## config.mk

```make
export PLATFORM = sky130hd
export DESIGN_NAME = bcd_seq_detect
export DESIGN_NICKNAME = d
export VERILOG_FILES = /design/src/rtl/bcd_seq_pkg.sv /design/src/rtl/bcd_seq_next.sv /design/src/rtl/bcd_seq_state.sv /design/src/rtl/bcd_seq_detect.sv
export SDC_FILE = /design/constraint.sdc
export NUM_CORES = 1
export LEC_CHECK = 0
export CAP_MARGIN = 20
export CORE_AREA = 2 2 39 41
export CTS_CLUSTER_DIAMETER = 60
export DETAILED_ROUTE_END_ITERATION = 8
export DIE_AREA = 0 0 41 43
export RECOVER_POWER = 50
export SYNTH_ARGS = -nofsm -noshare
export SYNTH_HDL_FRONTEND = slang
export SYNTH_HIERARCHICAL = 1
export SYNTH_SLANG_ARGS = --single-unit
```

## constraint.sdc

```tcl
create_clock -name clk -period 1.8 [get_ports clk]
set_clock_uncertainty 0.1 [all_clocks]
set_input_delay 0.45 -clock clk [delete_from_list [all_inputs] [get_ports clk]]
set_output_delay 0.45 -clock clk [all_outputs]
set_load 0.01 [all_outputs]
```

## src/rtl/bcd_seq_pkg.sv

```systemverilog
package bcd_seq_pkg;

    localparam int DIGIT_W    = 4;
    localparam int NUM_DIGITS = 2;
    localparam int PAT_W      = DIGIT_W * NUM_DIGITS;
    localparam int CNT_W      = $clog2(PAT_W + 1);
    localparam int NUM_SEL    = 10;
    localparam int TBL_DEPTH  = 2 ** CNT_W;

    typedef logic [CNT_W-1:0] count_t;
    typedef logic [PAT_W-1:0] pattern_t;

    typedef struct packed {
        logic [DIGIT_W-1:0] tens;
        logic [DIGIT_W-1:0] ones;
    } bcd_pair_t;

    // Selector digit to target number; digits d and d+5 share a target.
    function automatic bcd_pair_t pair_for_sel(int sel);
        bcd_pair_t p;
        case (sel % 5)
            0:       begin p.tens = 4'd8; p.ones = 4'd5; end
            1:       begin p.tens = 4'd9; p.ones = 4'd7; end
            2:       begin p.tens = 4'd4; p.ones = 4'd2; end
            3:       begin p.tens = 4'd5; p.ones = 4'd3; end
            default: begin p.tens = 4'd2; p.ones = 4'd8; end
        endcase
        return p;
    endfunction

    // Matched-count after seeing bit b with k bits already matched:
    // longest tail of (first k pattern bits, b) that is a head of the pattern.
    // Sequence position i corresponds to pattern bit PAT_W-1-i.
    function automatic int advance(pattern_t pat, int k, logic b);
        logic [PAT_W:0] seen;
        int             best;
        logic           ok;
        seen = '0;
        best = 0;
        for (int i = 0; i <= PAT_W; i++) begin
            if (i < k)       seen[i] = pat[PAT_W-1-i];
            else if (i == k) seen[i] = b;
        end
        for (int j = 1; j <= PAT_W; j++) begin
            if (j <= k + 1) begin
                ok = 1'b1;
                for (int t = 0; t < j; t++) begin
                    if (seen[k+1-j+t] != pat[PAT_W-1-t]) ok = 1'b0;
                end
                if (ok) best = j;
            end
        end
        return best;
    endfunction

endpackage

```

## src/rtl/bcd_seq_next.sv

```systemverilog
module bcd_seq_next
    import bcd_seq_pkg::*;
#(
    parameter pattern_t PATTERN = 8'b1000_0101
) (
    input  count_t cur_i,
    input  logic   bit_i,
    output count_t nxt_o
);

    count_t on_zero [TBL_DEPTH];
    count_t on_one  [TBL_DEPTH];

    // One row per matched-count; rows beyond a full match are unreachable.
    for (genvar g = 0; g < TBL_DEPTH; g++) begin : g_row
        if (g <= PAT_W) begin : g_live
            localparam count_t NXT0 = count_t'(advance(PATTERN, g, 1'b0));
            localparam count_t NXT1 = count_t'(advance(PATTERN, g, 1'b1));
            assign on_zero[g] = NXT0;
            assign on_one[g]  = NXT1;
        end else begin : g_dead
            assign on_zero[g] = '0;
            assign on_one[g]  = '0;
        end
    end

    always_comb begin
        nxt_o = bit_i ? on_one[cur_i] : on_zero[cur_i];
    end

endmodule

```

## src/rtl/bcd_seq_state.sv

```systemverilog
module bcd_seq_state
    import bcd_seq_pkg::*;
(
    input  logic   clk,
    input  logic   rst,
    input  count_t nxt_i,
    output count_t cur_o,
    output logic   full_o
);

    count_t state_q;

    always_ff @(posedge clk) begin
        if (rst) state_q <= '0;
        else     state_q <= nxt_i;
    end

    assign cur_o  = state_q;
    assign full_o = (state_q == count_t'(PAT_W));

    // Matched count can grow by at most one bit per edge.
    assert_step_bound_R5: assert property (@(posedge clk) disable iff (rst)
        !$past(rst) |-> (int'(state_q) <= int'($past(state_q)) + 1));

    // Reset leaves nothing matched.
    assert_reset_clear_R1: assert property (@(posedge clk) disable iff (rst)
        $past(rst) |-> (state_q == '0 && !full_o));

endmodule

```

## src/rtl/bcd_seq_detect.sv

```systemverilog
module bcd_seq_detect
    import bcd_seq_pkg::*;
#(
    parameter int DIGIT_SEL = 0
) (
    input  logic clk,
    input  logic rst,
    input  logic data_i,
    output logic match_o
);

    if (DIGIT_SEL < 0 || DIGIT_SEL >= NUM_SEL) begin : g_bad_sel
        $error("bcd_seq_detect: DIGIT_SEL must lie in 0..9");
    end

    localparam pattern_t PATTERN = pattern_t'(pair_for_sel(DIGIT_SEL));

    count_t cur_cnt;
    count_t nxt_cnt;
    logic   full;

    bcd_seq_next #(.PATTERN(PATTERN)) u_next (
        .cur_i (cur_cnt),
        .bit_i (data_i),
        .nxt_o (nxt_cnt)
    );

    bcd_seq_state u_state (
        .clk    (clk),
        .rst    (rst),
        .nxt_i  (nxt_cnt),
        .cur_o  (cur_cnt),
        .full_o (full)
    );

    assign match_o = full;

    // Observation window for the checks below: raw last PAT_W bits.
    pattern_t hist_q;
    count_t   fill_q;

    always_ff @(posedge clk) begin
        if (rst) begin
            hist_q <= '0;
            fill_q <= '0;
        end else begin
            hist_q <= {hist_q[PAT_W-2:0], data_i};
            if (fill_q != count_t'(PAT_W)) fill_q <= fill_q + 1'b1;
        end
    end

    assert_window_hit_R2: assert property (@(posedge clk) disable iff (rst)
        (fill_q == count_t'(PAT_W) && hist_q == PATTERN) |-> match_o);

    assert_no_false_hit_R5: assert property (@(posedge clk) disable iff (rst)
        match_o |-> (fill_q == count_t'(PAT_W) && hist_q == PATTERN));

    assert_single_pulse_R7: assert property (@(posedge clk) disable iff (rst)
        match_o |=> !match_o);

endmodule

```

### Yosys cells after proc, flatten, opt, wreduce, memory -nomap -nowiden

Memory sizes are Yosys's and may differ from the RTL's.
Cells that the tools add are included.

* ROM bits: 128
* bits of input ports: 3
* word-level logic and storage cells: 11
* memories kept: 2
* register bits after elaboration: 4
* output and inout port bits: 1

* eq/ne operators: 1
* $lt $le $gt $ge: 1
* mux-type cells: 5
* bitwise logic cells: 1

Memories
* (name not given): words 16, bits a word 4, read ports 1, clocked after Yosys merged registers in 0, wr ports 0, RTL line bcd_seq_next.sv:28 `nxt_o = bit_i ? on_one[cur_i] : on_zero[cur_i];`
* (name not given): words 16, bits a word 4, read ports 1, clocked after Yosys merged registers in 0, wr ports 0, RTL line bcd_seq_next.sv:28

Operators with widths (count)
* $mux W4: 5
* $ge A5 B5 Y1 const B: 1
* $not A4 Y5: 1
* $eq A4 B4 Y1 const B: 1

### Longest topological paths before layout

* depth in word-level cells: 5
* mapped depth: 6
* depth with buffers taken out: 6

### By module

Netlist, hierarchy kept.

Modules (own cells, without submodules)
* bcd_seq_next: times used 1, area each 193.9 µm², cells an instance 25, sequential area each 0.0 µm²
* bcd_seq_state: times used 1, area each 120.1 µm², cells an instance 9, sequential area each 80.1 µm²

### Worst setup path after synthesis

Ideal clock, no wire load.

* path type: flip-flop to flip-flop
* start point: register u_state.state_q[0], in the netlist u_state/cur_o[0]
* end point: register u_state.state_q[1], in the netlist u_state/cur_o[1]
* setup slack: 0.253 ns
* buffers on the path: 0
* required time: 1.586 ns
* stages on the path, launching flop included: 7
* arrival time: 1.334 ns
* clock period less this slack: 1.547 ns
* library setup time: 0.114 ns
* cells stage by stage: dfxtp_1 -> inv_1 -> ha_1 -> mux2_4 -> a21oi_2 -> o21ai_1 -> nor2b_1

* longest elaborated chain between the ends: 5
* elaborated cells on any way between the ends: 8
* those cells by class: mux (5); bitwise (1); memory (2)

RTL lines
* from (decl): RTL line bcd_seq_state.sv:11 `count_t state_q;`
* from (signal assigned): RTL line bcd_seq_state.sv:15 `else state_q <= nxt_i;`
* $not A4 Y5 (not written as such) *: RTL line bcd_seq_next.sv:28
* $mem_v2 Z16 W4
* $mux W4 (not written as such) (2 in series): RTL line bcd_seq_next.sv:28
* $mux W4 *: RTL line bcd_seq_next.sv:28
* named net nxt_cnt[1]: RTL line bcd_seq_detect.sv:19 `count_t nxt_cnt;`

The timed path passes the listed nets; every way through them passes the cells marked *. The select of a mux whose other input is x is not followed.
A chain may end at the register's enable or synchronous reset.

### Worst setup path in the final report

Same ends and word-level chain as after synthesis.

==> summary.txt <==
Logic synthesis
  – Netlist cell types: 19
  – Post-Syn Area: 314 um2
  – Multiplexer share of the synthesized area: 0.0478
  – Post-synthesis xor/xnor area fraction: 0
  – Synth area leader: dfxtp_1
  – Net count after synthesis: 42
  – Post-Synthesis Cells: 34
  – Sequential cell area fraction in the yosys report: 0.255
  – Largest family of logic cells by synthesized area: simple AND/OR/NAND/NOR gates
  – Area fraction in compound gates after synthesis: 0.171
  – Synth Area in Adders: 0.199
  – Area share of the largest cell type after synthesis: 0.255
  – Synth Area in Simple Gates: 0.255
  – Yosys warnings: 6
  – Syn Area/Cell: about 9.2 um2
  – Largest cells by area after synthesis: dfxtp_1 (25%), ha_1 (20%), nor2b_1 (8.0%)
  – Flops & latches, synth: 4

GRT
  – Congestion Overflow GR: 0
  – Tot GR Track Use: 0.0910
  – First-pass GRT wire length: 1.01 mm
  – Vias in the first global route: 265
  – Largest net degree at the start of global routing: 10
  – Initial antenna violation count: 0

Setup path
  – Worst setup SP type: flop
  – Critical path cell sequence: buf_4 -> inv_1 -> ha_1 -> mux2_4 -> a21oi_2 -> o21ai_1 -> nor2b_1
  – R2R setup slack: roughly 0.16 ns
  – CP peak stage delay: 0.34 ns
  – Worst path required time: 1.82 ns
  – Crit end category: flop
  – Slowest CP cell: dfxtp_1
  – Arrival time at the worst endpoint: roughly 1.7 ns
  – Crit Path Category: reg -> reg
  – Crit Path Max Fanout: 6

Timing
  – Final Hold Fails: 0
  – Slew Viols, Final: 0
  – Worst-Margin Slew: 0.233 ns
  – RSZ-0062 raised after global routing: false
  – Minimum clock period: 1.64 ns
  – Slew HR: 0.844
  – Final setup vio count: 0
  – Total negative slack: 0 ns
  – Final worst-path cycle share: 0.914
  – FMAX: 608 MHz

Power and ir drop
  – Clk pwr share: 0.456
  – Internal power: approximately 180 uW
  – Sw Share: 0.221
  – Maximum vdd drop: 0.000137 V
  – Sequential share of power: 0.395
  – Power per standard cell area: between 500 and 600 nW/um2
  – Tot Pwr: approximately 240 uW
  – P_leak: around 0.18 nW
  – Combinational Power Share: 0.149
  – Sw Pwr: 52.2 uW

Layout
  – Design area: 404 um2
  – Sequential cell area: 80.1 um2
  – Commonest non-fill, non-tap cells in the layout: ha_1 (5), buf_4 (4), nor2b_1 (4), dfxtp_1 (4)
  – Layout cells sized above 1: 0.302
  – Layout Nets: 53
  – Commonest non-fill, non-tap cell in the layout: ha_1
  – Fin util: 0.292
  – Layout fillers: 148
  – Syn-to-layout area delta: 28.7%
  – # diodes: 0
  – Multi-input logic area: 211 um2
  – Max reg flops: 4

Drt
  – Vias per cell: 4.24
  – DRT Wirelength: 560 um
  – Post-DR wirelength/cell: 9.49 um
  – Initial DRC count: 3
  – Vias post-DR: 250
  – Final ANT Viol Nets: 0
  – DRC Markers: 0
  – TritonRoute pass-1 iters: 3

CTS
  – CTS Buffer Depth: 2
  – Setup Fix Bufs, Post-CTS: 0
  – Clock sink count: 4
  – Clock tree root buffer cell: clkbuf_4
  – CTS tree: done
  – CTS clk-pin slew, worst paths: 0.04 ns
  – Clock Latency Late Sink: 0.23 ns
  – CTS buffer count: 3
  – H-tree levels: 1

Floorplanning
  – Core Box Area: 1380 um2
  – Die Height: 43 um
  – Initial Util: 0.227
  – Ports: 4
  – Chip width: ~41 um
  – Num rows: 14
  – Die footprint: ~1800 um2

Min path
  – Hold Crit Class: reg -> reg

Status
  – Outcome: finished clean

Placed design
  – Routability Congestion: between 0.7 and 0.8
  – Port buffer count: 3
  – Dpl cell area: 383 um2

Run
  – # Max-Cap Violations: 0
==> path summary, 6_finish.rpt <==
check	startpoint	end	cells past startpoint
setup / recovery	u_state/cur_o[0]	u_state/cur_o[1]	7
hold / removal	u_state/cur_o[3]	u_state/cur_o[2]	3
setup reg to reg	u_state/cur_o[0]	u_state/cur_o[1]	7
hold reg to reg	u_state/cur_o[3]	u_state/cur_o[2]	3
==> power groups by stage <==
stage          registers, mW  logic [mW]  clock network (mW)
2_1_floorplan         0.0964      0.0195                   0
3_3_place_gp          0.0945      0.0348                   0
3_5_place_dp          0.0948      0.0362                   0
4_1_cts               0.0935      0.0362               0.115
5_1_grt               0.0937      0.0406               0.121
6_report              0.0934      0.0353               0.108
==> layout make-up <==
| type | instances | share of cell area |
|---|---|---|
| Clock buffer | 3 | 0.0557 |
| Inverter | 3 | 0.0279 |
| Multi-Input combinational cell | 26 | 0.523 |
| Sequential cell | 4 | 0.198 |
| Tap cell | 16 | 0.0495 |
| Timing Repair Buffer | 7 | 0.146 |
==> layer usage <==
metal | up-vias | wire [um] | global-route usage
li1 | 135 | - | -
met1 | 111 | 256 | 0.0921
met2 | 4 | 291 | 0.128
met3 | 0 | 13 | 0.0314
met4 | 0 | 0 | 0.100
met5 | - | 0 | 0
==> synth_stat cells <==
| cell type | count |
|---|---|
| buf_6 | 1 |
| a21oi_2 | 1 |
| a211oi_1 | 1 |
| a21oi_1 | 3 |
| inv_1 | 3 |
| nor2_1 | 1 |
| nand3_1 | 1 |
| o21ai_1 | 1 |
| and4b_2 | 1 |
| mux2_4 | 1 |
| o21ai_0 | 2 |
| o31ai_1 | 1 |
| and2b_2 | 1 |
| ha_1 | 5 |
| and3_2 | 1 |
| dfxtp_1 | 4 |
| nand2_1 | 1 |
| nor4b_2 | 1 |
| nor2b_1 | 4 |
==> through the flow <==
step           worst slack [ns]  instances  hold slack (ns)
3_5_place_dp             0.0658         56            0.550
2_1_floorplan             0.253         34            0.422
6_report                  0.155         59            0.551
5_1_grt                  0.0471         59            0.622
4_1_cts                   0.139         59            0.559
3_3_place_gp             0.0933         56            0.556
==> worst max-delay path: cells and delay by family, from the launching register on <==
kind                     cells  cell delay, ns
flip-flops                   1            0.34
adder cells (fa/ha/maj)      1            0.30
multiplexers                 1            0.28
buffers and inverters        2            0.21
AO/OA/AOI/OAI                2            0.19
AND/OR/NAND/NOR              1            0.12
==> kinds of logic (layout without fill, tap and decap cells) <==
logic type	after synthesis	in the layout
multiplexers	1	1
buffers and inverters	4	13
AND/OR/NAND/NOR	11	11
AO/OA/AOI/OAI	9	9
adder cells (fa/ha/maj)	5	5
flip-flops	4	4
==> what timing repair did <==
action                     4_1_cts  5_1_grt
gates resized for setup          1        0
hold endpoints to repair         0        0
hold buffers                     0        0
setup endpoints to repair        1        0
Power figures use the tool's default switching activity.
